[config.mk]
export PLATFORM = sky130hd
export DESIGN_NAME = cmd_i2c_sink
export DESIGN_NICKNAME = d
export VERILOG_FILES = /design/src/rtl/cmd_i2c_pkg.sv /design/src/rtl/cmd_i2c_sync.sv /design/src/rtl/cmd_i2c_cond.sv /design/src/rtl/cmd_i2c_ctrl.sv /design/src/rtl/cmd_i2c_sink.sv
export SDC_FILE = /design/constraint.sdc
export NUM_CORES = 1
export LEC_CHECK = 0
export BUFFER_PORTS_ARGS = -buffer_cell sky130_fd_sc_hd__buf_2
export CORE_MARGIN = 2
export CORE_UTILIZATION = 53
export DETAILED_ROUTE_END_ITERATION = 8
export PLACE_DENSITY_LB_ADDON = 0.12
export SLEW_MARGIN = 20
export SYNTH_ARGS = -nofsm -noshare
export SYNTH_HDL_FRONTEND = slang
export SYNTH_SLANG_ARGS = --single-unit
[constraint.sdc]
create_clock -name clk -period 2.9 [get_ports clk]
set_input_delay 0.58 -clock clk [delete_from_list [all_inputs] [get_ports clk]]
set_output_delay 0.58 -clock clk [all_outputs]
set_load 0.03 [all_outputs]
[src/rtl/cmd_i2c_pkg.sv]
package cmd_i2c_pkg;
  localparam int unsigned BYTE_W = 8;
  localparam int unsigned ADDR_W = BYTE_W - 1;

  typedef enum logic [2:0] {
    ST_IDLE,
    ST_SHIFT,
    ST_ACK,
    ST_HOLD,
    ST_SKIP
  } sink_state_t;
endpackage

[src/rtl/cmd_i2c_sync.sv]
module cmd_i2c_sync #(
  parameter int unsigned LINES  = 2,
  parameter int unsigned STAGES = 2
) (
  input  logic             clk,
  input  logic             rst,
  input  logic [LINES-1:0] d_i,
  output logic [LINES-1:0] q_o
);
  for (genvar l = 0; l < LINES; l++) begin : g_line
    logic [STAGES-1:0] chain;
    always_ff @(posedge clk) begin
      if (rst) chain <= '1;
      else     chain <= {chain[STAGES-2:0], d_i[l]};
    end
    assign q_o[l] = chain[STAGES-1];
  end
endmodule

[src/rtl/cmd_i2c_cond.sv]
module cmd_i2c_cond (
  input  logic clk,
  input  logic rst,
  input  logic scl_s,
  input  logic sda_s,
  output logic scl_rise,
  output logic scl_fall,
  output logic start_det,
  output logic stop_det
);
  logic scl_d, sda_d;

  always_ff @(posedge clk) begin
    if (rst) begin
      scl_d <= 1'b1;
      sda_d <= 1'b1;
    end else begin
      scl_d <= scl_s;
      sda_d <= sda_s;
    end
  end

  assign scl_rise  = scl_s & ~scl_d;
  assign scl_fall  = ~scl_s & scl_d;
  assign start_det = scl_s & scl_d & sda_d & ~sda_s;
  assign stop_det  = scl_s & scl_d & ~sda_d & sda_s;
endmodule

[src/rtl/cmd_i2c_ctrl.sv]
module cmd_i2c_ctrl
  import cmd_i2c_pkg::*;
#(
  parameter logic [ADDR_W-1:0] DEV_ADDR   = 7'h60,
  parameter int unsigned       DATA_BYTES = 4
) (
  input  logic                       clk,
  input  logic                       rst,
  input  logic                       sda_s,
  input  logic                       scl_rise,
  input  logic                       scl_fall,
  input  logic                       start_det,
  input  logic                       stop_det,
  output logic                       ack_oe,
  output logic                       commit,
  output logic [DATA_BYTES*BYTE_W-1:0] pend
);
  localparam int unsigned PEND_W = DATA_BYTES * BYTE_W;
  localparam int unsigned IDX_W  = $clog2(DATA_BYTES + 1);
  localparam logic [BYTE_W-1:0] MATCH = {DEV_ADDR, 1'b0};

  sink_state_t       state;
  logic [3:0]        bit_cnt;
  logic [IDX_W-1:0]  byte_idx;
  logic [BYTE_W-1:0] shreg;

  always_ff @(posedge clk) begin
    if (rst) begin
      state    <= ST_IDLE;
      bit_cnt  <= '0;
      byte_idx <= '0;
      shreg    <= '0;
      pend     <= '0;
      ack_oe   <= 1'b0;
      commit   <= 1'b0;
    end else begin
      commit <= 1'b0;
      if (start_det) begin
        state    <= ST_SHIFT;
        bit_cnt  <= '0;
        byte_idx <= '0;
        pend     <= '0;
        ack_oe   <= 1'b0;
      end else if (stop_det) begin
        if (state == ST_HOLD) commit <= 1'b1;
        state  <= ST_IDLE;
        ack_oe <= 1'b0;
      end else begin
        case (state)
          ST_SHIFT: begin
            if (scl_rise && bit_cnt != 4'd8) begin
              shreg   <= {shreg[BYTE_W-2:0], sda_s};
              bit_cnt <= bit_cnt + 4'd1;
            end else if (scl_fall && bit_cnt == 4'd8) begin
              if (byte_idx == '0 && shreg != MATCH) begin
                state <= ST_SKIP;
              end else begin
                ack_oe <= 1'b1;
                state  <= ST_ACK;
                if (byte_idx != '0) pend <= {pend[PEND_W-BYTE_W-1:0], shreg};
              end
            end
          end
          ST_ACK: begin
            if (scl_fall) begin
              ack_oe  <= 1'b0;
              bit_cnt <= '0;
              if (byte_idx == IDX_W'(DATA_BYTES)) begin
                state <= ST_HOLD;
              end else begin
                byte_idx <= byte_idx + 1'b1;
                state    <= ST_SHIFT;
              end
            end
          end
          default: state <= state;
        endcase
      end
    end
  end
endmodule

[src/rtl/cmd_i2c_sink.sv]
module cmd_i2c_sink
  import cmd_i2c_pkg::*;
#(
  parameter logic [ADDR_W-1:0] DEV_ADDR    = 7'h60,
  parameter int unsigned       SYNC_STAGES = 2,
  parameter int unsigned       FUNC_W      = 4,
  parameter int unsigned       MULT_W      = 4,
  parameter int unsigned       VAL_BYTES   = 3
) (
  input  logic                      clk,
  input  logic                      rst,
  input  logic                      scl_i,
  input  logic                      sda_i,
  output logic                      sda_oe,
  output logic                      cmd_valid,
  output logic [FUNC_W-1:0]         cmd_func,
  output logic [MULT_W-1:0]         cmd_mult,
  output logic [VAL_BYTES*BYTE_W-1:0] cmd_value
);
  localparam int unsigned VAL_W      = VAL_BYTES * BYTE_W;
  localparam int unsigned CMD_W      = FUNC_W + MULT_W + VAL_W;
  localparam int unsigned DATA_BYTES = CMD_W / BYTE_W;

  logic [1:0]       sync_q;
  logic             scl_s, sda_s;
  logic             scl_rise, scl_fall, start_det, stop_det;
  logic             commit;
  logic [CMD_W-1:0] pend;

  cmd_i2c_sync #(.LINES(2), .STAGES(SYNC_STAGES)) u_sync (
    .clk (clk),
    .rst (rst),
    .d_i ({scl_i, sda_i}),
    .q_o (sync_q)
  );
  assign scl_s = sync_q[1];
  assign sda_s = sync_q[0];

  cmd_i2c_cond u_cond (
    .clk       (clk),
    .rst       (rst),
    .scl_s     (scl_s),
    .sda_s     (sda_s),
    .scl_rise  (scl_rise),
    .scl_fall  (scl_fall),
    .start_det (start_det),
    .stop_det  (stop_det)
  );

  cmd_i2c_ctrl #(.DEV_ADDR(DEV_ADDR), .DATA_BYTES(DATA_BYTES)) u_ctrl (
    .clk       (clk),
    .rst       (rst),
    .sda_s     (sda_s),
    .scl_rise  (scl_rise),
    .scl_fall  (scl_fall),
    .start_det (start_det),
    .stop_det  (stop_det),
    .ack_oe    (sda_oe),
    .commit    (commit),
    .pend      (pend)
  );

  always_ff @(posedge clk) begin
    if (rst) begin
      cmd_valid <= 1'b0;
      cmd_func  <= '0;
      cmd_mult  <= '0;
      cmd_value <= '0;
    end else begin
      cmd_valid <= commit;
      if (commit) begin
        cmd_func  <= pend[CMD_W-1 -: FUNC_W];
        cmd_mult  <= pend[VAL_W +: MULT_W];
        cmd_value <= pend[VAL_W-1:0];
      end
    end
  end
endmodule

==> results.sh, run 1 <==
export IMPL_setup_tns_ps=0
export IMPL_antenna_found_initial=0
export IMPL_cts_buffer_depth=2
export IMPL_cts_buffers=9
export IMPL_grt_max_degree=36
export IMPL_whs_ps=410
export IMPL_die_x_um=83.5
export IMPL_netlist_instances=357
export IMPL_yosysTopAreaCell="dfxtp_1"
export IMPL_insertion_delay_ps=340
export IMPL_outcome="finished, final reports clean"
export IMPL_setup_viol=0
export IMPL_grt_pass1_vias=2255
export IMPL_drt_pass1_iter_count=4
export IMPL_avgRoutedWirePerCell_um=12.8
export IMPL_fmax_ghz=0.547
export IMPL_path_clk_slew_ps=80
export IMPL_irDropWorstVdd_mv=0.450
export IMPL_finClkSkew_ps=8.70
export IMPL_grt_overflow=0
export IMPL_postCtsSetupBuffers=0
export IMPL_port_buffers=37
export IMPL_grt_first_pass_wirelength_mm=10.4
export IMPL_regArea_sq_um=1820
export IMPL_drv_cap=0
export IMPL_critical_path_max_fanout=33
export IMPL_p_int_mw=1.86
export IMPL_multi_input_area_sq_um=1420
export IMPL_cts_tree="done"
export IMPL_nets=397
export IMPL_synth_top_flop_cell="dfxtp_1"
export IMPL_dr_total_vias=2397
export IMPL_worstPathCellList="inv_1, ha_1, and3b_1, and4_1, buf_4, a21oi_1, a2111oi_2"
export IMPL_h_tree_depth=3
export IMPL_clock_sinks=91
export IMPL_cts_root_buf="clkbuf_8"
export IMPL_viasPerCell=5.11
export IMPL_slew_headroom_pct=35.5
export IMPL_yosysMostFrequentCell="dfxtp_1"
export IMPL_dp_worst_setup_slack_ps=1080
export IMPL_p_seq_share_pct=54.8
export IMPL_end_kind="flip-flop"
export IMPL_synth_common_cells="91 x dfxtp_1, 68 x nand2_1, 47 x nor2_1"
export IMPL_synth_cell_types=35
export IMPL_cp_slowest_cell="dfxtp_1"
export IMPL_grt_use_total_pct=18.3
export IMPL_drc_errors=0
export IMPL_worst_path_largest_cell_delay_ps=350
export IMPL_first_iter_violations=129
export IMPL_leakagePower_nw=1.41
export IMPL_path_class="reg2reg"
export IMPL_row_count=28
export IMPL_async_flop_share_pct=0
export IMPL_fin_crit_ps=1830
export IMPL_drive_gt1_share_pct=17.8
export IMPL_rsz0062_at_grt="false"
export IMPL_gp_congestion=0.764
export IMPL_syn_nets=365
export IMPL_n_fill_cell=524
export IMPL_p_sw_share_pct=18.8
export IMPL_min_period_over_period_pct=63.1
export IMPL_synth_warnings=0
export IMPL_hpwlAfterDp_mm=3.96
export IMPL_ant_nets=0
export IMPL_die_area_sq_um=6970
export IMPL_ys_seq_area_share_pct=54.4
export IMPL_synth_top_area_share_pct=54.4
export IMPL_synth_seq_cells=91
export IMPL_power_switching_mw=0.432
export IMPL_avgSynthCellArea_sq_um=9.39
export IMPL_p_clk_share_pct=43.4
export IMPL_p_per_area_nw_per_um2=600
export IMPL_area_growth_synth_to_final_pct=14.0
export IMPL_holdBufCountCts=0
export IMPL_critical_path_arrival_ps=2070
export IMPL_antenna_cells=0
export IMPL_cp_required_ps=3140
export IMPL_totalWireLength_mm=6.03
export IMPL_synth_edf_count=0
export IMPL_placed_cell_area_sq_um=3580
export IMPL_fin_area_sq_um=3820
export IMPL_ctsResizeCount=0
export IMPL_synthTopCellsByArea="dfxtp_1 54%, mux2i_1 13%, nand2_1 7.6%"
export IMPL_die_h_um=83.5
export IMPL_power_frac_comb_pct=1.8
export IMPL_hp_class="reg2reg"
export IMPL_finalPower_mw=2.29
export IMPL_synthesis_area_sq_um=3350
export IMPL_setup_ws_ps=1070
export IMPL_core_region_area_sq_um=6030
export IMPL_pin_count=38
export IMPL_final_hold_viol_count=0
export IMPL_start_util_pct=55.6
export IMPL_drv_slew=0
export IMPL_startpoint_type="flip-flop"
export IMPL_max_slew_worst_pin_slew_ps=968
[final timing paths]
check | startpoint | to | slack (ps) | cells past startpoint
max | u_ctrl.bit_cnt[0]$_SDFFE_PP0P_ | u_ctrl.ack_oe$_SDFFE_PP0P_ | 1070 | 7
min | u_sync.g_line[0].chain[0]$_SDFF_PP1_ | u_sync.g_line[0].chain[1]$_SDFF_PP1_ | 410 | 1
max reg2reg | u_ctrl.bit_cnt[0]$_SDFFE_PP0P_ | u_ctrl.ack_oe$_SDFFE_PP0P_ | 1070 | 7
min reg2reg | u_sync.g_line[0].chain[0]$_SDFF_PP1_ | u_sync.g_line[0].chain[1]$_SDFF_PP1_ | 410 | 1
[critical path, delay by kind of cell, from the launching register on]
kind,cells,cell delay (ps)
AOI/OAI and AO/OA,2,470
DFF,1,350
buffers and inverters,2,370
and+or+nand+nor,2,410
adders and majority gates,1,130
[metal layers]
metal  routed length, um  global-route usage, %  part of all wire [%]  up-vias
met5                   0                      0                     0        -
met4                  40                   3.96                  0.66        0
met3                 235                   6.43                   3.9        4
met2                2840                   30.4                    47       40
met1                2910                   23.0                    48     1112
li1                    -                      -                     -     1241
[cell type report]
| type | instances | share of cell area [%] |
|---|---|---|
| Clock buffer | 12 | 3.80 |
| Clock inverter | 4 | 2.55 |
| Inverter | 6 | 0.589 |
| Multi-Input combinational cell | 239 | 37.1 |
| Sequential cell | 91 | 47.7 |
| Tap cell | 75 | 2.46 |
| Timing Repair Buffer | 42 | 5.83 |
[power by group through the flow]
stage / combinational [mW] / sequential [mW] / clock [mW]
final: 0.0421 / 1.26 / 0.996
after global routing: 0.0466 / 1.26 / 1.08
after CTS: 0.0424 / 1.26 / 1.03
after detailed placement: 0.0421 / 1.29 / 0
after global placement: 0.0416 / 1.29 / 0
after floorplan: 0.0314 / 1.28 / 0
[cell usage in the layout, fill, tap and decap left out, types with 4 or more instances in the layout]
cell type	netlist	layout
or2_2	7	7
inv_1	6	6
nand2_1	68	68
nor2_1	47	47
mux2i_1	42	42
a21oi_1	36	36
ha_1	4	4
dfxtp_1	91	90
buf_2	6	37
nand2b_1	6	6
clkbuf_8	0	10
buf_4	0	5
[registers in the layout, summed over array words and instances (netlist names), 3 cells and up]
name,count
cmd_func,4
cmd_mult,4
cmd_value,24
u_ctrl.bit_cnt,4
u_ctrl.byte_idx,3
u_ctrl.pend,32
u_ctrl.shreg,8
u_ctrl.state,3
u_sync.g_line.chain,4
[per-stage QoR]
stage | utilization [%] | instances
5_1_grt | 63.4 | 469
3_3_place_gp | 59.4 | 453
4_1_cts | 63.4 | 469
2_1_floorplan | - | 357
3_5_place_dp | 59.4 | 453
6_report | 63.4 | 469
[kinds of logic (layout without fill, tap and decap cells)]
family                     count (synthesis)  in the layout  synth area share [%]
muxes                                     42             42                  12.5
adders and majority gates                  4              4                  1.49
DFF                                       91             91                  54.4
and+or+nand+nor                          147            147                  20.0
buffers and inverters                     27             64                  3.47
AOI/OAI and AO/OA                         43             43                  7.32
xor gates and xnor gates                   3              3                 0.784
No activity file was read; power rests on OpenSTA's default activity.
==> run 2, diff against run 1 <==
- ABC_AREA: unset -> 1
- CORE_UTILIZATION: 53 -> 52
- clock period: 2.9 -> 1.5 ns (I/O delays scaled with it)
==> results.sh, run 2 <==
export IMPL_yosys_area_share_simple_pct=25.8
export IMPL_syn_nets=490
export IMPL_min_to="u_sync.g_line[1].chain[0]$_SDFF_PP1_"
export IMPL_clock_sinks=91
export IMPL_r2r_cells=11
export IMPL_grt_overflow=0
export IMPL_insertion_delay_ps=360
export IMPL_muxShareOfSynthArea_pct=0
export IMPL_cts_root_buf="clkbuf_8"
export IMPL_top_register="u_ctrl.pend"
export IMPL_h_tree_depth=3
export IMPL_nets=543
export IMPL_synthesis_area_sq_um=3560
export IMPL_synthAdderAreaFrac_pct=1.40
export IMPL_row_count=30
export IMPL_grt_max_degree=45
export IMPL_synth_top_area_share_pct=51.1
export IMPL_drc_errors=0
export IMPL_viasPerCell=5.03
export IMPL_placed_cell_area_sq_um=3890
export IMPL_cts_buffer_depth=2
export IMPL_p_seq_share_pct=57.3
export IMPL_max_slew_worst_pin_slew_ps=377
export IMPL_final_hold_viol_count=0
export IMPL_rsz0062_at_grt="true"
export IMPL_cts_buffers=9
export IMPL_pin_count=38
export IMPL_finClkSkew_ps=10.7
export IMPL_hpwlAfterDp_mm=4.87
export IMPL_core_region_area_sq_um=6720
export IMPL_synth_xor_area_share_pct=0.246
export IMPL_leakagePower_nw=1.90
export IMPL_area_growth_synth_to_final_pct=21.1
export IMPL_startpoint_type="flip-flop"
export IMPL_hp_start="scl_i"
export IMPL_violations="negative setup slack"
export IMPL_fin_area_sq_um=4310
export IMPL_totalWireLength_mm=7.81
export IMPL_yosysTopAreaCell="dfxtp_1"
export IMPL_regArea_sq_um=1830
export IMPL_cp_required_ps=1770
export IMPL_drv_slew=0
export IMPL_ant_nets=0
export IMPL_p_sw_share_pct=25.9
export IMPL_critical_path_max_fanout=8
export IMPL_synth_cell_types=24
export IMPL_whs_path_depth=2
export IMPL_synth_edf_count=0
export IMPL_avgSynthCellArea_sq_um=7.39
export IMPL_fin_cells=620
export IMPL_fin_crit_ps=1620
export IMPL_p_clk_share_pct=35.4
export IMPL_p_int_mw=3.19
export IMPL_start_util_pct=53.0
export IMPL_min_period_over_period_pct=108
export IMPL_fmax_ghz=0.618
export IMPL_n_fill_cell=612
export IMPL_largest_reg_flops=32
export IMPL_die_x_um=86.8
export IMPL_outcome="finished with violations"
export IMPL_final_cell_mix="92 x nor2_1, 88 x dfxtp_1, 80 x nand2_1, 50 x inv_1, 42 x a21oi_1"
export IMPL_hp_class="in2reg"
export IMPL_layout_commonest_cell="nor2_1"
export IMPL_setup_viol=32
export IMPL_async_flop_share_pct=0
export IMPL_critical_path_arrival_ps=1890
export IMPL_finalPower_mw=4.31
export IMPL_synth_warnings=0
export IMPL_die_h_um=86.8
export IMPL_timing_rr_end="u_ctrl.pend[24]$_SDFFE_PP0P_"
export IMPL_avgRoutedWirePerCell_um=12.6
export IMPL_antenna_found_initial=0
export IMPL_drt_pass1_iter_count=5
export IMPL_holdBufCountCts=0
export IMPL_synth_top_family_by_area="simple AND/OR/NAND/NOR gates"
export IMPL_synth_top_flop_cell="dfxtp_1"
export IMPL_grt_use_total_pct=21.6
export IMPL_first_iter_violations=180
export IMPL_synthTopCellsByArea="dfxtp_1 51%, nand2_1 11%, nor2_1 9.7%"
export IMPL_gp_congestion=0.856
export IMPL_antenna_cells=0
export IMPL_slew_headroom_pct=74.9
export IMPL_grt_pass1_vias=2832
export IMPL_grt_first_pass_wirelength_mm=12.8
export IMPL_power_switching_mw=1.12
export IMPL_irDropWorstVdd_mv=0.657
export IMPL_drive_gt1_share_pct=22.6
export IMPL_dp_cells=595
export IMPL_port_buffers=37
export IMPL_ys_seq_area_share_pct=51.1
export IMPL_top_regs="u_ctrl.pend x32, cmd_value x24, u_ctrl.shreg x8"
export IMPL_end_kind="flip-flop"
export IMPL_regToRegSetupSlack_ps=-120
export IMPL_p_per_area_nw_per_um2=999
export IMPL_rr_startpoint="u_ctrl.bit_cnt[0]$_SDFFE_PP0P_"
export IMPL_path_clk_slew_ps=100
export IMPL_synth_common_cells="103 x nand2_1, 92 x nor2_1, 91 x dfxtp_1"
export IMPL_die_area_sq_um=7530
export IMPL_cts_tree="done"
export IMPL_synth_compound_area_share_pct=12.0
export IMPL_power_frac_comb_pct=7.3
export IMPL_setup_ws_ps=-118
export IMPL_path_class="reg2reg"
export IMPL_synth_seq_cells=91
export IMPL_multi_input_area_sq_um=1510
export IMPL_drv_cap=0
export IMPL_netlist_instances=482
export IMPL_dr_total_vias=3117
export IMPL_yosysMostFrequentCell="nand2_1"
## run 2: cell count changes after synthesis, moves of 5 or more
cell      previous run  this run
nand2b_1             6         0
nor2_1              47        92
o21ai_0              0        41
a21oi_1             36        43
inv_1                6        53
nand2_1             68       103
mux2i_1             42         0
buf_6                1         6
nand3_1              1        13
buf_2                6         0
## run 2: power by group through the flow
stage / sequential (mW) / combinational [mW] / clock (mW)
2_1_floorplan: 2.52 / 0.199 / 0
3_3_place_gp: 2.52 / 0.282 / 0
3_5_place_dp: 2.52 / 0.288 / 0
4_1_cts: 2.47 / 0.290 / 1.56
5_1_grt: 2.47 / 0.353 / 1.67
6_report: 2.47 / 0.315 / 1.53
## run 2: cell type report
cell class,instances,area share [%]
clock buffers,10,2.96
well taps,80,2.32
repair buffers,62,11.2
flip-flops and latches,91,42.4
multi-input cells,315,35.0
inverters,56,4.93
clock inverters,6,1.16
## run 2: how the worst max path moves through the flow
stage	start	end	slack, ps	cells past startpoint
5_1_grt	u_ctrl.bit_cnt[0]$_SDFFE_PP0P_	u_ctrl.pend[2]$_SDFFE_PP0P_	-210	11
6_report	u_ctrl.bit_cnt[0]$_SDFFE_PP0P_	u_ctrl.pend[24]$_SDFFE_PP0P_	-120	11
3_3_place_gp	u_ctrl.bit_cnt[1]$_SDFFE_PP0P_	u_ctrl.pend[12]$_SDFFE_PP0P_	-30	10
3_5_place_dp	u_ctrl.bit_cnt[1]$_SDFFE_PP0P_	u_ctrl.pend[10]$_SDFFE_PP0P_	-70	10
4_1_cts	u_ctrl.bit_cnt[1]$_SDFFE_PP0P_	u_ctrl.pend[10]$_SDFFE_PP0P_	-80	11
2_1_floorplan	u_ctrl.bit_cnt[1]$_SDFFE_PP0P_	u_ctrl.pend[0]$_SDFFE_PP0P_	-40	10
## run 2: kinds of logic (layout without fill, tap and decap cells)
kind of cell,count (synthesis),after routing
DFF,91,91
buffers and inverters,76,134
xor gates and xnor gates,1,1
and+or+nand+nor,225,225
AOI/OAI and AO/OA,85,85
adders and majority gates,4,4
## run 2: per-layer routing
metal / vias up / global-route usage [%] / routed length (um)
li1: 1602 / - / -
met1: 1435 / 29.7 / 3810
met2: 69 / 33.2 / 3530
met3: 11 / 3.90 / 321
met4: 0 / 9.66 / 146
met5: - / 0 / 0
## run 2: worst max-delay path, stage by stage, from the launching register on
cell and delay, ps:
dfxtp_2 340, inv_2 70, ha_4 150, nand2_4 50, nor2_4 120, nand2_2 80, nor3_4 210, buf_6 170
clkbuf_16 170, nand2_1 70, nand2_1 60, nor2_1 30
## run 2: per-stage QoR
| step | worst slack [ps] | TNS, ps | util (%) | hold WS (ps) |
|---|---|---|---|---|
| 2_1_floorplan | -35.4 | -981 | - | 372 |
| 3_3_place_gp | -29.5 | -117 | 57.9 | 400 |
| 3_5_place_dp | -69.3 | -1380 | 57.9 | 395 |
| 4_1_cts | -76.9 | -1690 | 61.7 | 122 |
| 5_1_grt | -208 | -6620 | 64.2 | 123 |
| 6_report | -118 | -2750 | 64.2 | 129 |
## run 2: what timing repair did
item,in CTS,in global routing
setup endpoints to repair,35,46
gates cloned,2,3
pin swaps,0,4
setup buffers,2,2
gates resized for setup,4,32
==> run 3, diff against run 2 <==
- REMOVE_ABC_BUFFERS: unset -> 1
==> results.sh, run 3 (synthesized netlist as in run 2, its figures left out) <==
export IMPL_outcome="finished with violations"
export IMPL_violations="negative setup slack"
export IMPL_dp_cells=595
export IMPL_dp_worst_setup_slack_ps=-67.9
export IMPL_grt_max_degree=57
export IMPL_slew_headroom_pct=77.5
export IMPL_power_switching_mw=1.15
export IMPL_path_clk_slew_ps=90
export IMPL_fin_area_sq_um=4380
export IMPL_cts_root_buf="clkbuf_8"
export IMPL_min_period_over_period_pct=106
export IMPL_final_cell_mix="100 x nand2_1, 86 x dfxtp_1, 77 x nor2_1, 49 x inv_1, 42 x a21oi_1"
export IMPL_leakagePower_nw=1.95
export IMPL_start_util_pct=53.0
export IMPL_layout_commonest_cell="nand2_1"
export IMPL_cts_buffers=9
export IMPL_rsz0062_at_grt="true"
export IMPL_gp_congestion=0.833
export IMPL_die_x_um=86.8
export IMPL_cp_required_ps=1790
export IMPL_setup_viol=25
export IMPL_p_sw_share_pct=25.4
export IMPL_grt_first_pass_wirelength_mm=12.2
export IMPL_hp_class="in2reg"
export IMPL_top_register="u_ctrl.pend"
export IMPL_grt_overflow=0
export IMPL_power_frac_comb_pct=7.7
export IMPL_cts_buffer_depth=2
export IMPL_setup_tns_ps=-837
export IMPL_port_buffers=37
export IMPL_p_seq_share_pct=54.3
export IMPL_hpwlAfterDp_mm=4.32
export IMPL_grt_pass1_vias=2872
export IMPL_p_clk_share_pct=38.0
export IMPL_max_slew_worst_pin_slew_ps=336
export IMPL_startpoint_type="flip-flop"
export IMPL_row_count=30
export IMPL_finalPower_mw=4.54
export IMPL_viasPerCell=4.92
export IMPL_drc_errors=0
export IMPL_drv_slew=0
export IMPL_setup_ws_ps=-86.4
export IMPL_whs_ps=128
export IMPL_area_growth_synth_to_final_pct=23.0
export IMPL_largest_reg_flops=32
export IMPL_cts_tree="done"
export IMPL_die_h_um=86.8
export IMPL_critical_path_max_fanout=8
export IMPL_h_tree_depth=3
export IMPL_pin_count=38
export IMPL_irDropWorstVdd_mv=0.530
export IMPL_fin_cells=623
export IMPL_top_regs="u_ctrl.pend x32, cmd_value x24, u_ctrl.shreg x8"
export IMPL_n_fill_cell=609
export IMPL_critical_path_arrival_ps=1880
export IMPL_fin_util_pct=65.3
export IMPL_placed_cell_area_sq_um=3900
export IMPL_antenna_cells=0
export IMPL_avgRoutedWirePerCell_um=11.6
export IMPL_drive_gt1_share_pct=23.0
export IMPL_final_hold_viol_count=0
export IMPL_antenna_found_initial=0
export IMPL_grt_use_total_pct=20.3
export IMPL_p_int_mw=3.39
export IMPL_finClkSkew_ps=16.5
export IMPL_insertion_delay_ps=360
export IMPL_fmax_ghz=0.630
export IMPL_fin_crit_ps=1590
export IMPL_clock_sinks=91
export IMPL_drv_cap=0
export IMPL_end_kind="flip-flop"
export IMPL_ant_nets=0
export IMPL_totalWireLength_mm=7.20
export IMPL_first_iter_violations=100
export IMPL_die_area_sq_um=7530
export IMPL_path_class="reg2reg"
export IMPL_drt_pass1_iter_count=4
export IMPL_p_per_area_nw_per_um2=1040
export IMPL_dr_total_vias=3068
export IMPL_nets=546
export IMPL_core_region_area_sq_um=6720
-- run 3: cell count changes in the layout (fill, tap and decap cells not counted), sizes merged --
cell,before,now
buf,60,65
clkbuf,12,9
clkinvlp,4,2
bufinv,0,1
inv,56,55
clkinv,2,5
-- run 3: layer usage --
metal,GRT usage (%),up-vias,share of wire (%)
met5,0,-,0
met4,8.10,0,1.9
met3,3.43,15,2.7
met2,35.3,46,47
met1,24.7,1397,48
li1,-,1610,-
-- run 3: path summary, 6_finish.rpt --
check                                       start                              endpoint  slack (ps)  depth (start not counted)
max                u_ctrl.bit_cnt[1]$_SDFFE_PP0P_          u_ctrl.pend[11]$_SDFFE_PP0P_         -90                         11
min                                         sda_i  u_sync.g_line[0].chain[0]$_SDFF_PP1_         130                          2
max reg2reg        u_ctrl.bit_cnt[1]$_SDFFE_PP0P_          u_ctrl.pend[11]$_SDFFE_PP0P_         -90                         11
min reg2reg  u_sync.g_line[1].chain[0]$_SDFF_PP1_  u_sync.g_line[1].chain[1]$_SDFF_PP1_         420                          1
-- run 3: critical path, cell delays in order, from the launching register on --
cell	delay [ps]
dfxtp_2	330
inv_2	70
ha_4	140
nand3_2	70
nand2_2	100
nand2_4	60
nor3_4	200
buf_6	150
buf_6	130
buf_16	140
nor2_1	40
nor2_1	100
-- run 3: layout make-up --
type	instances	area [sq um]	area share, %
sequential	91	1830	41.7
inverter	56	210	4.79
tap	80	100	2.28
timing repair buffer	65	531	12.1
multi-input combinational	315	1500	34.3
clock buffer	9	124	2.83
clock inverter	7	87.6	2.00
-- run 3: power by group through the flow --
| stage | registers, mW | clock network (mW) | logic (mW) |
|---|---|---|---|
| 3_5_place_dp | 2.52 | 0 | 0.289 |
| 4_1_cts | 2.46 | 1.76 | 0.315 |
| 3_3_place_gp | 2.52 | 0 | 0.282 |
| 5_1_grt | 2.47 | 1.85 | 0.395 |
| 2_1_floorplan | 2.52 | 0 | 0.182 |
| 6_report | 2.46 | 1.73 | 0.351 |
-- run 3: timing repair --
| item | CTS | global route |
|---|---|---|
| gates resized for setup | 29 | 15 |
| setup buffers | 6 | 2 |
| gates cloned | 4 | 1 |
| hold endpoints to repair | 0 | 0 |
| endpoints found under the setup margin | 36 | 45 |
| hold buffers | 0 | 0 |
| pin swaps | 21 | 4 |
